==> src/rtl/cmaint_pkg.sv <==
package cmaint_pkg;

  typedef enum logic [1:0] {
    OP_CLEAN  = 2'd0,
    OP_INV    = 2'd1,
    OP_CLNINV = 2'd2
  } opKind_t;

  typedef enum logic [1:0] {
    TGT_SETWAY = 2'd0,
    TGT_ADDR   = 2'd1,
    TGT_WHOLE  = 2'd2
  } tgtKind_t;

  // set/way and whole-cache lock policies
  localparam int SW_SKIP  = 0;
  localparam int SW_ABORT = 1;
  // address-targeted lock policies
  localparam int AD_INVAL = 0;
  localparam int AD_SKIP  = 1;
  localparam int AD_ABORT = 2;

  typedef struct packed {
    logic clrDirty;
    logic clrValid;
  } lineStrobe_t;

endpackage

==> src/rtl/cmaint_store.sv <==
module cmaint_store
  import cmaint_pkg::*;
#(
  parameter int NUM_SETS = 4,
  parameter int NUM_WAYS = 2,
  parameter int TAG_W    = 8,
  parameter int SET_W    = $clog2(NUM_SETS),
  parameter int WAY_W    = $clog2(NUM_WAYS)
) (
  input  logic             clk,
  input  logic             rstN,
  input  logic             ldEn,
  input  logic [SET_W-1:0] ldSet,
  input  logic [WAY_W-1:0] ldWay,
  input  logic             ldValid,
  input  logic             ldDirty,
  input  logic             ldLock,
  input  logic [TAG_W-1:0] ldTag,
  input  logic [SET_W-1:0] rdSet,
  input  logic [WAY_W-1:0] rdWay,
  output logic             rdValid,
  output logic             rdDirty,
  output logic             rdLock,
  output logic [TAG_W-1:0] rdTag,
  input  logic [SET_W-1:0] lineSet,
  input  logic [WAY_W-1:0] lineWay,
  input  lineStrobe_t      strobe,
  output logic             lineValid,
  output logic             lineDirty,
  output logic             lineLock,
  output logic [TAG_W-1:0] lineTag,
  input  logic [SET_W-1:0] lookSet,
  input  logic [TAG_W-1:0] lookTag,
  output logic             hit,
  output logic [WAY_W-1:0] hitWay
);

  logic [NUM_SETS-1:0][NUM_WAYS-1:0] validQ, dirtyQ, lockQ;
  logic [TAG_W-1:0] tagQ [NUM_SETS][NUM_WAYS];
  logic [NUM_WAYS-1:0] match;

  always_ff @(posedge clk) begin
    if (!rstN) begin
      validQ <= '0;
      dirtyQ <= '0;
      lockQ  <= '0;
      for (int s = 0; s < NUM_SETS; s++)
        for (int w = 0; w < NUM_WAYS; w++)
          tagQ[s][w] <= '0;
    end else begin
      if (ldEn) begin
        validQ[ldSet][ldWay] <= ldValid;
        dirtyQ[ldSet][ldWay] <= ldDirty;
        lockQ[ldSet][ldWay]  <= ldLock;
        tagQ[ldSet][ldWay]   <= ldTag;
      end
      if (strobe.clrDirty) dirtyQ[lineSet][lineWay] <= 1'b0;
      if (strobe.clrValid) begin
        validQ[lineSet][lineWay] <= 1'b0;
        dirtyQ[lineSet][lineWay] <= 1'b0;
      end
    end
  end

  assign rdValid   = validQ[rdSet][rdWay];
  assign rdDirty   = dirtyQ[rdSet][rdWay];
  assign rdLock    = lockQ[rdSet][rdWay];
  assign rdTag     = tagQ[rdSet][rdWay];
  assign lineValid = validQ[lineSet][lineWay];
  assign lineDirty = dirtyQ[lineSet][lineWay];
  assign lineLock  = lockQ[lineSet][lineWay];
  assign lineTag   = tagQ[lineSet][lineWay];

  for (genvar w = 0; w < NUM_WAYS; w++) begin : g_cmp
    assign match[w] = validQ[lookSet][w] && (tagQ[lookSet][w] == lookTag);
  end

  always_comb begin
    hitWay = '0;
    for (int w = NUM_WAYS - 1; w >= 0; w--)
      if (match[w]) hitWay = WAY_W'(w);
  end
  assign hit = |match;

  AST_LOCK_ONLY_BY_LOAD: assert property (@(posedge clk) disable iff (!rstN)
    !ldEn |=> $stable(lockQ));

endmodule

==> src/rtl/cmaint_ctrl.sv <==
module cmaint_ctrl
  import cmaint_pkg::*;
#(
  parameter int NUM_SETS     = 4,
  parameter int NUM_WAYS     = 2,
  parameter int TAG_W        = 8,
  parameter int SET_W        = $clog2(NUM_SETS),
  parameter int WAY_W        = $clog2(NUM_WAYS),
  parameter int SW_POL       = SW_SKIP,
  parameter bit CLEAN_LOCKED = 1'b0,
  parameter int ADDR_POL     = AD_INVAL,
  parameter int FSC_W        = 5,
  parameter logic [FSC_W-1:0] FAULT_CODE = 5'b10100
) (
  input  logic                   clk,
  input  logic                   rstN,
  input  logic                   cmdValid,
  output logic                   cmdReady,
  input  logic [1:0]             cmdOp,
  input  logic [1:0]             cmdTgt,
  input  logic [SET_W-1:0]       cmdSet,
  input  logic [WAY_W-1:0]       cmdWay,
  input  logic [TAG_W+SET_W-1:0] cmdAddr,
  output logic [SET_W-1:0]       lineSet,
  output logic [WAY_W-1:0]       lineWay,
  output lineStrobe_t            strobe,
  input  logic                   lineValid,
  input  logic                   lineDirty,
  input  logic                   lineLock,
  input  logic [TAG_W-1:0]       lineTag,
  output logic [SET_W-1:0]       lookSet,
  output logic [TAG_W-1:0]       lookTag,
  input  logic                   hit,
  input  logic [WAY_W-1:0]       hitWay,
  output logic                   wbReq,
  output logic [SET_W-1:0]       wbSet,
  output logic [WAY_W-1:0]       wbWay,
  output logic [TAG_W-1:0]       wbTag,
  input  logic                   wbAck,
  output logic                   done,
  output logic                   abort,
  output logic [FSC_W-1:0]       faultCode,
  output logic [SET_W-1:0]       abortSet,
  output logic [WAY_W-1:0]       abortWay
);

  localparam int ADDR_W = TAG_W + SET_W;
  localparam logic [SET_W-1:0] LAST_SET = SET_W'(NUM_SETS - 1);
  localparam logic [WAY_W-1:0] LAST_WAY = WAY_W'(NUM_WAYS - 1);

  typedef enum logic [1:0] {S_IDLE, S_EVAL, S_WB} state_t;

  state_t           stateQ;
  logic [1:0]       opQ, tgtQ;
  logic [SET_W-1:0] curSetQ;
  logic [WAY_W-1:0] curWayQ;
  logic [TAG_W-1:0] tagQ;
  logic             invPendQ, doneQ, abortQ;

  logic [WAY_W-1:0] effWay;
  logic isAddr, polAbort, polSkip, skipLocked, miss, doAbort;
  logic wantClean, wantInv, lastLine, step, finish, abortNow, goWb;

  always_comb begin
    isAddr   = (tgtQ == TGT_ADDR);
    effWay   = (stateQ == S_EVAL && isAddr) ? hitWay : curWayQ;
    polAbort = isAddr ? (ADDR_POL == AD_ABORT) : (SW_POL == SW_ABORT);
    polSkip  = isAddr ? (ADDR_POL == AD_SKIP) : (SW_POL == SW_SKIP);
    skipLocked = lineLock && polSkip;
    miss     = isAddr && !hit;
    doAbort  = lineLock && polAbort;
    wantClean = (opQ != OP_INV) && lineValid && lineDirty && !(skipLocked && !CLEAN_LOCKED);
    wantInv  = (opQ != OP_CLEAN) && !skipLocked;
    lastLine = (tgtQ != TGT_WHOLE) || (curSetQ == LAST_SET && curWayQ == LAST_WAY);
    strobe   = '0;
    step     = 1'b0;
    finish   = 1'b0;
    abortNow = 1'b0;
    goWb     = 1'b0;
    case (stateQ)
      S_EVAL: begin
        if (miss)            finish   = 1'b1;
        else if (doAbort)    abortNow = 1'b1;
        else if (wantClean)  goWb     = 1'b1;
        else begin
          strobe.clrValid = wantInv;
          step = 1'b1;
        end
      end
      S_WB: begin
        if (wbAck) begin
          strobe.clrDirty = 1'b1;
          strobe.clrValid = invPendQ;
          step = 1'b1;
        end
      end
      default: ;
    endcase
    if (step && lastLine) finish = 1'b1;
  end

  always_ff @(posedge clk) begin
    if (!rstN) begin
      stateQ   <= S_IDLE;
      opQ      <= '0;
      tgtQ     <= '0;
      curSetQ  <= '0;
      curWayQ  <= '0;
      tagQ     <= '0;
      invPendQ <= 1'b0;
      doneQ    <= 1'b0;
      abortQ   <= 1'b0;
      abortSet <= '0;
      abortWay <= '0;
    end else begin
      doneQ  <= finish;
      abortQ <= abortNow;
      if (abortNow) begin
        abortSet <= curSetQ;
        abortWay <= effWay;
      end
      if (stateQ == S_IDLE) begin
        if (cmdValid) begin
          opQ     <= cmdOp;
          tgtQ    <= cmdTgt;
          tagQ    <= cmdAddr[ADDR_W-1:SET_W];
          curSetQ <= (cmdTgt == TGT_ADDR) ? cmdAddr[SET_W-1:0] :
                     (cmdTgt == TGT_WHOLE) ? '0 : cmdSet;
          curWayQ <= (cmdTgt == TGT_SETWAY) ? cmdWay : '0;
          stateQ  <= S_EVAL;
        end
      end else if (finish || abortNow) begin
        stateQ <= S_IDLE;
      end else if (goWb) begin
        stateQ   <= S_WB;
        curWayQ  <= effWay;
        invPendQ <= wantInv;
      end else if (step) begin
        stateQ <= S_EVAL;
        if (curWayQ == LAST_WAY) begin
          curWayQ <= '0;
          curSetQ <= curSetQ + 1'b1;
        end else begin
          curWayQ <= curWayQ + 1'b1;
        end
      end
    end
  end

  assign cmdReady  = (stateQ == S_IDLE);
  assign lineSet   = curSetQ;
  assign lineWay   = effWay;
  assign lookSet   = curSetQ;
  assign lookTag   = tagQ;
  assign wbReq     = (stateQ == S_WB);
  assign wbSet     = curSetQ;
  assign wbWay     = curWayQ;
  assign wbTag     = lineTag;
  assign done      = doneQ;
  assign abort     = abortQ;
  assign faultCode = abortQ ? FAULT_CODE : '0;

  AST_BUSY_NOT_READY: assert property (@(posedge clk) disable iff (!rstN)
    (cmdValid && cmdReady) |=> !cmdReady);
  AST_DONE_SINGLE: assert property (@(posedge clk) disable iff (!rstN)
    done |=> !done);
  AST_DONE_OR_ABORT: assert property (@(posedge clk) disable iff (!rstN)
    !(done && abort));
  AST_WB_STEADY: assert property (@(posedge clk) disable iff (!rstN)
    (wbReq && !wbAck) |=> (wbReq && $stable(wbSet) && $stable(wbWay) && $stable(wbTag)));
  AST_VALID_UNTIL_ACK: assert property (@(posedge clk) disable iff (!rstN)
    (wbReq && !wbAck) |=> lineValid);

endmodule

==> src/rtl/cmaint_engine.sv <==
module cmaint_engine
  import cmaint_pkg::*;
#(
  parameter int NUM_SETS         = 4,
  parameter int NUM_WAYS         = 2,
  parameter int TAG_W            = 8,
  parameter int SW_LOCK_POLICY   = SW_SKIP,
  parameter bit CLEAN_LOCKED     = 1'b0,
  parameter int ADDR_LOCK_POLICY = AD_INVAL,
  parameter int FSC_W            = 5,
  parameter logic [FSC_W-1:0] FAULT_CODE = 5'b10100,
  localparam int SET_W  = $clog2(NUM_SETS),
  localparam int WAY_W  = $clog2(NUM_WAYS),
  localparam int ADDR_W = TAG_W + SET_W
) (
  input  logic              clk,
  input  logic              rstN,
  input  logic              cmdValid,
  output logic              cmdReady,
  input  logic [1:0]        cmdOp,
  input  logic [1:0]        cmdTgt,
  input  logic [SET_W-1:0]  cmdSet,
  input  logic [WAY_W-1:0]  cmdWay,
  input  logic [ADDR_W-1:0] cmdAddr,
  output logic              wbReq,
  output logic [SET_W-1:0]  wbSet,
  output logic [WAY_W-1:0]  wbWay,
  output logic [TAG_W-1:0]  wbTag,
  input  logic              wbAck,
  output logic              done,
  output logic              abort,
  output logic [FSC_W-1:0]  faultCode,
  output logic [SET_W-1:0]  abortSet,
  output logic [WAY_W-1:0]  abortWay,
  input  logic              ldEn,
  input  logic [SET_W-1:0]  ldSet,
  input  logic [WAY_W-1:0]  ldWay,
  input  logic              ldValid,
  input  logic              ldDirty,
  input  logic              ldLock,
  input  logic [TAG_W-1:0]  ldTag,
  input  logic [SET_W-1:0]  rdSet,
  input  logic [WAY_W-1:0]  rdWay,
  output logic              rdValid,
  output logic              rdDirty,
  output logic              rdLock,
  output logic [TAG_W-1:0]  rdTag
);

  logic [SET_W-1:0] lineSet, lookSet;
  logic [WAY_W-1:0] lineWay, hitWay;
  logic [TAG_W-1:0] lineTag, lookTag;
  logic             lineValid, lineDirty, lineLock, hit;
  lineStrobe_t      strobe;

  cmaint_store #(
    .NUM_SETS(NUM_SETS), .NUM_WAYS(NUM_WAYS), .TAG_W(TAG_W),
    .SET_W(SET_W), .WAY_W(WAY_W)
  ) store_i (
    .clk(clk), .rstN(rstN),
    .ldEn(ldEn), .ldSet(ldSet), .ldWay(ldWay), .ldValid(ldValid),
    .ldDirty(ldDirty), .ldLock(ldLock), .ldTag(ldTag),
    .rdSet(rdSet), .rdWay(rdWay), .rdValid(rdValid), .rdDirty(rdDirty),
    .rdLock(rdLock), .rdTag(rdTag),
    .lineSet(lineSet), .lineWay(lineWay), .strobe(strobe),
    .lineValid(lineValid), .lineDirty(lineDirty), .lineLock(lineLock), .lineTag(lineTag),
    .lookSet(lookSet), .lookTag(lookTag), .hit(hit), .hitWay(hitWay)
  );

  cmaint_ctrl #(
    .NUM_SETS(NUM_SETS), .NUM_WAYS(NUM_WAYS), .TAG_W(TAG_W),
    .SET_W(SET_W), .WAY_W(WAY_W),
    .SW_POL(SW_LOCK_POLICY), .CLEAN_LOCKED(CLEAN_LOCKED), .ADDR_POL(ADDR_LOCK_POLICY),
    .FSC_W(FSC_W), .FAULT_CODE(FAULT_CODE)
  ) ctrl_i (
    .clk(clk), .rstN(rstN),
    .cmdValid(cmdValid), .cmdReady(cmdReady), .cmdOp(cmdOp), .cmdTgt(cmdTgt),
    .cmdSet(cmdSet), .cmdWay(cmdWay), .cmdAddr(cmdAddr),
    .lineSet(lineSet), .lineWay(lineWay), .strobe(strobe),
    .lineValid(lineValid), .lineDirty(lineDirty), .lineLock(lineLock), .lineTag(lineTag),
    .lookSet(lookSet), .lookTag(lookTag), .hit(hit), .hitWay(hitWay),
    .wbReq(wbReq), .wbSet(wbSet), .wbWay(wbWay), .wbTag(wbTag), .wbAck(wbAck),
    .done(done), .abort(abort), .faultCode(faultCode),
    .abortSet(abortSet), .abortWay(abortWay)
  );

endmodule

==> config.mk <==
export PLATFORM = sky130hd
export DESIGN_NAME = cmaint_engine
export DESIGN_NICKNAME = d
export VERILOG_FILES = /design/src/rtl/cmaint_pkg.sv /design/src/rtl/cmaint_store.sv /design/src/rtl/cmaint_ctrl.sv /design/src/rtl/cmaint_engine.sv
export SDC_FILE = /design/constraint.sdc
export NUM_CORES = 1
export LEC_CHECK = 0
export ABC_CLOCK_PERIOD_IN_PS = 5700
export BUFFER_PORTS_ARGS = -buffer_cell sky130_fd_sc_hd__buf_2
export CAP_MARGIN = 30
export CORE_ASPECT_RATIO = 1.4
export CORE_MARGIN = 5
export CORE_UTILIZATION = 63
export DETAILED_ROUTE_END_ITERATION = 10
export PLACE_DENSITY = 0.86
export SLEW_MARGIN = 10
export SYNTH_ARGS = -nofsm -noshare
export SYNTH_HDL_FRONTEND = slang
export SYNTH_SLANG_ARGS = --single-unit
==> constraint.sdc <==
create_clock -name clk -period 5.7 [get_ports clk]
set_clock_uncertainty 0.05 [all_clocks]
set_input_delay 0.57 -clock clk [delete_from_list [all_inputs] [get_ports clk]]
set_output_delay 0.57 -clock clk [all_outputs]
set_load 0.05 [all_outputs]
==> out/qor.csv <==
stage,metric,value,unit
grt,grt-ovfl-total,0,
timing,fmax,0.2276,GHz
placement,dpl_worst_slack,1562,ps
clocking,postCtsSetupBuffers,0,
clocking,cts_resized,0,
pwr,power_frac_clock,31.3,%
pwr,p_comb_share,22.4,%
critical_path,cp-start-kind,register,
critical_path,reg2regPathDepth,11,
critical_path,cp_top_family,multiplexers,
timing,finalHoldViolCount,0,
status,status,completed,
critical_path,worstSetupEndpointType,output pin,
clocking,cts_buffers,9,
placement,hpwl,12910,um
pwr,p_int,1.368,mW
yosys,netlist_instances,553,
pwr,leakagePower,2.556,nW
detailed_routing,wl_per_cell,24.06,um
yosys,syn_area_per_cell,11.23,um^2
timing,setup_slack,1306,ps
yosys,synth.distinct_cells,53,
timing,finalSetupTns,0,ps
detailed_routing,drt_iter0_drc,527,
finish,multi_input_area,3142,um^2
yosys,synth_edf_count,64,
yosys,ys_seq_elements,109,
pwr,p_per_area,292.2,nW/um^2
finish,syn_to_final_growth,10.62,%
finish,utilization,70.15,%
timing,finalMaxSlewViolations,0,
critical_path,crit_buf_inv,3,
yosys,syn_area,6210,um^2
critical_path,crit_type,register to output pin,
placement,dp_cells,724,
finish,ff_latch_area,2823,um^2
critical_path,path_depth,9,
grt,grt_antenna_before_repair,0,
clocking,clk_pin_slew,70,ps
critical_path,arrival,3770,ps
die,dieArea,11970,um^2
critical_path,slowest_stage,dfxtp_1,
yosys,synth_warnings,0,
timing,min_period,4394,ps
die,core-area,9792,um^2
pwr,p_total,2.007,mW
detailed_routing,via_per_inst,6.502,
die,ios,73,
detailed_routing,drtAntennaViolNets,0,
critical_path,cpPeakStageDelay,740,ps
pwr,peakVddDrop,0.0002938,V
detailed_routing,dr.pass1.iters,8,
critical_path,path_max_fanout,12,
clocking,cts_tree,done,
finish,final_cells,741,
clocking,insertion_delay,360,ps
timing,tightest_slew,1030,ps
pwr,seqPwrFrac,46.3,%
job,maxCapViolations,0,
grt,grt_pass1_wl,27010,um
grt,grt_usage,30.56,%
placement,place.port_buffers,63,
detailed_routing,wirelength,17830,um
yosys,synth_seq_area_share,45.46,%
yosys,synth_ff_type,edfxtp_1,
die,fp-row-count,43,
hold_path,whs_path_depth,3,
finish,layout.nets,647,
pwr,swShare,31.86,%
clocking,root_buffer,clkbuf_16,
placement,gp_congestion,0.9556,
timing,slew_headroom,31.09,%
finish,antennaDiodeCount,0,
critical_path,required,5080,ps
detailed_routing,vias,4818,
critical_path,crit_chain,"mux4_1, xnor2_1, nand4_1, inv_1, a41oi_1, nor2_1, buf_4, mux2_1, buf_2",
clocking,cts-hold-fix-buffers,0,
clocking,clockBufferDepth,2,
finish,final.fill_count,735,
clocking,cts_sinks,109,
finish,drive_above_1_share,23.10,%
yosys,ys_async_sr_fraction,0,%
timing,period_share,77.08,%
grt,grt_max_degree,26,
timing,rsz0062_at_grt,no,
pwr,power_switching,0.6396,mW
grt,grt_pass1_vias,4825,
die,die_w,93.91,um
die,die_h,127.5,um
die,initial_core_util,63.42,%
hold_path,hp-class,input port to register,
clocking,htree_levels,3,
detailed_routing,remaining_drc_errors,0,
timing,final-setup-viol-count,0,
area by class of cell:
class                   instances  share of cell area (%)
flip-flops and latches        109                   41.09
multi-input cells             391                   45.74
clock inverters                 4                  0.4372
repair buffers                 69                   5.246
well taps                     135                   2.459
inverters                      21                   1.148
clock buffers                  12                   3.880
cells in the final DEF, fill, tap and decap left out, types with 8 or more instances in the layout:
cell type / Yosys / layout
a21oi_1: 36 / 36
a22o_1: 8 / 8
a22oi_1: 16 / 16
and2_1: 67 / 67
buf_2: 2 / 63
clkbuf_16: 0 / 9
conb_1: 1 / 9
dfxtp_1: 45 / 45
edfxtp_1: 64 / 64
inv_1: 21 / 21
mux2_1: 8 / 8
mux2_2: 13 / 13
mux2i_1: 14 / 14
mux4_2: 38 / 38
nand2_1: 48 / 48
nor2_1: 32 / 32
xnor2_1: 13 / 13
metrics by stage:
step	cell area [um^2]	hold slack [ps]
after global placement	6565	409.4
after CTS	6862	394.3
after detailed placement	6565	426.3
after floorplan	6240	394.5
final	6869	399.1
after global routing	6869	405.5
cells by family (layout without fill, tap and decap cells):
family,count (synthesis),count (layout),synth area share [%]
AND/OR/NAND/NOR,186,186,15.31
flip-flops,109,109,45.46
AO/OA/AOI/OAI,98,98,10.50
multiplexers,75,75,20.49
buffers and inverters,61,106,4.513
XOR/XNOR,16,16,2.257
adder cells (fa/ha/maj),7,7,1.410
other,1,9,0.06039
per-layer routing:
metal,global-route usage [%],routed length (um),up-vias
met4,19.56,991,0
met1,34.45,6180,2317
met3,5.536,1510,76
li1,-,-,2113
met5,0,0,-
met2,52.57,9148,312
state kept, by name, indices dropped and copies added, names as in the netlist, named ones only:
register and flops:
ctrl_i.lookTag 8, ctrl_i.wbWay 1, store_i.dirtyQ 8, ctrl_i.opQ 2, ctrl_i.lineSet 2, ctrl_i.done 1, store_i.lockQ 8, ctrl_i.invPendQ 1
store_i.validQ 8, ctrl_i.tgtQ 2, ctrl_i.stateQ 2, store_i.tagQ 64
worst reg2reg max path: stages, from the launching register on:
cell and delay (ps):
dfxtp_1 740, mux4_1 690, xnor2_1 160, nand4_1 150, inv_1 80, a41oi_1 140
nor2_1 540, buf_4 320, mux2i_2 410, nor2_2 140, or4_4 510, a31oi_1 180
synth_stat cells (2+ instances only):
cell type / instances / area [um^2]
a31oi_1: 4 / 25.02
clkbuf_1: 20 / 75.07
a22oi_1: 16 / 120.1
nor2_1: 32 / 120.1
mux4_2: 38 / 855.8
o22ai_1: 2 / 12.51
a22o_1: 8 / 70.07
xor2_1: 3 / 26.28
a211oi_1: 3 / 22.52
a41oi_1: 5 / 43.79
o21ai_1: 4 / 20.02
nor2b_1: 3 / 18.77
o221a_1: 2 / 22.52
xnor2_1: 13 / 113.9
mux2_2: 13 / 146.4
edfxtp_1: 64 / 1922
o21a_1: 2 / 15.01
dfxtp_1: 45 / 900.9
o211ai_1: 3 / 22.52
or3_1: 2 / 12.51
mux2i_1: 14 / 140.1
and2_1: 67 / 419.2
nand2_1: 48 / 180.2
o21ai_0: 7 / 35.03
a21oi_1: 36 / 180.2
nand2b_1: 7 / 43.79
buf_4: 11 / 82.58
buf_1: 6 / 22.52
ha_1: 7 / 87.58
mux2_1: 8 / 90.09
buf_2: 2 / 10.01
nor3_1: 8 / 40.04
nand3_1: 7 / 35.03
inv_1: 21 / 78.83
nand4_1: 4 / 25.02
path summary, 6_finish.rpt:
path / startpoint / to / slack (ps)
worst max-delay path: register / wbTag[4] / 1310
worst min-delay path: cmdAddr[7] / ctrl_i.lookTag[5] / 400
worst max register to register: register / register / 1500
worst min register to register: ctrl_i.tgtQ[0] / ctrl_i.tgtQ[0] / 430
power by group through the flow:
| stage | Combinational (mW) | Sequential (mW) | Clock [mW] |
|---|---|---|---|
| after floorplan | 0.338 | 0.926 | 0 |
| after global placement | 0.432 | 0.941 | 0 |
| after detailed placement | 0.441 | 0.944 | 0 |
| after CTS | 0.445 | 0.928 | 0.630 |
| after global routing | 0.473 | 0.934 | 0.660 |
| final | 0.449 | 0.929 | 0.629 |
Note: power is estimated with default switching activity, not from simulation.
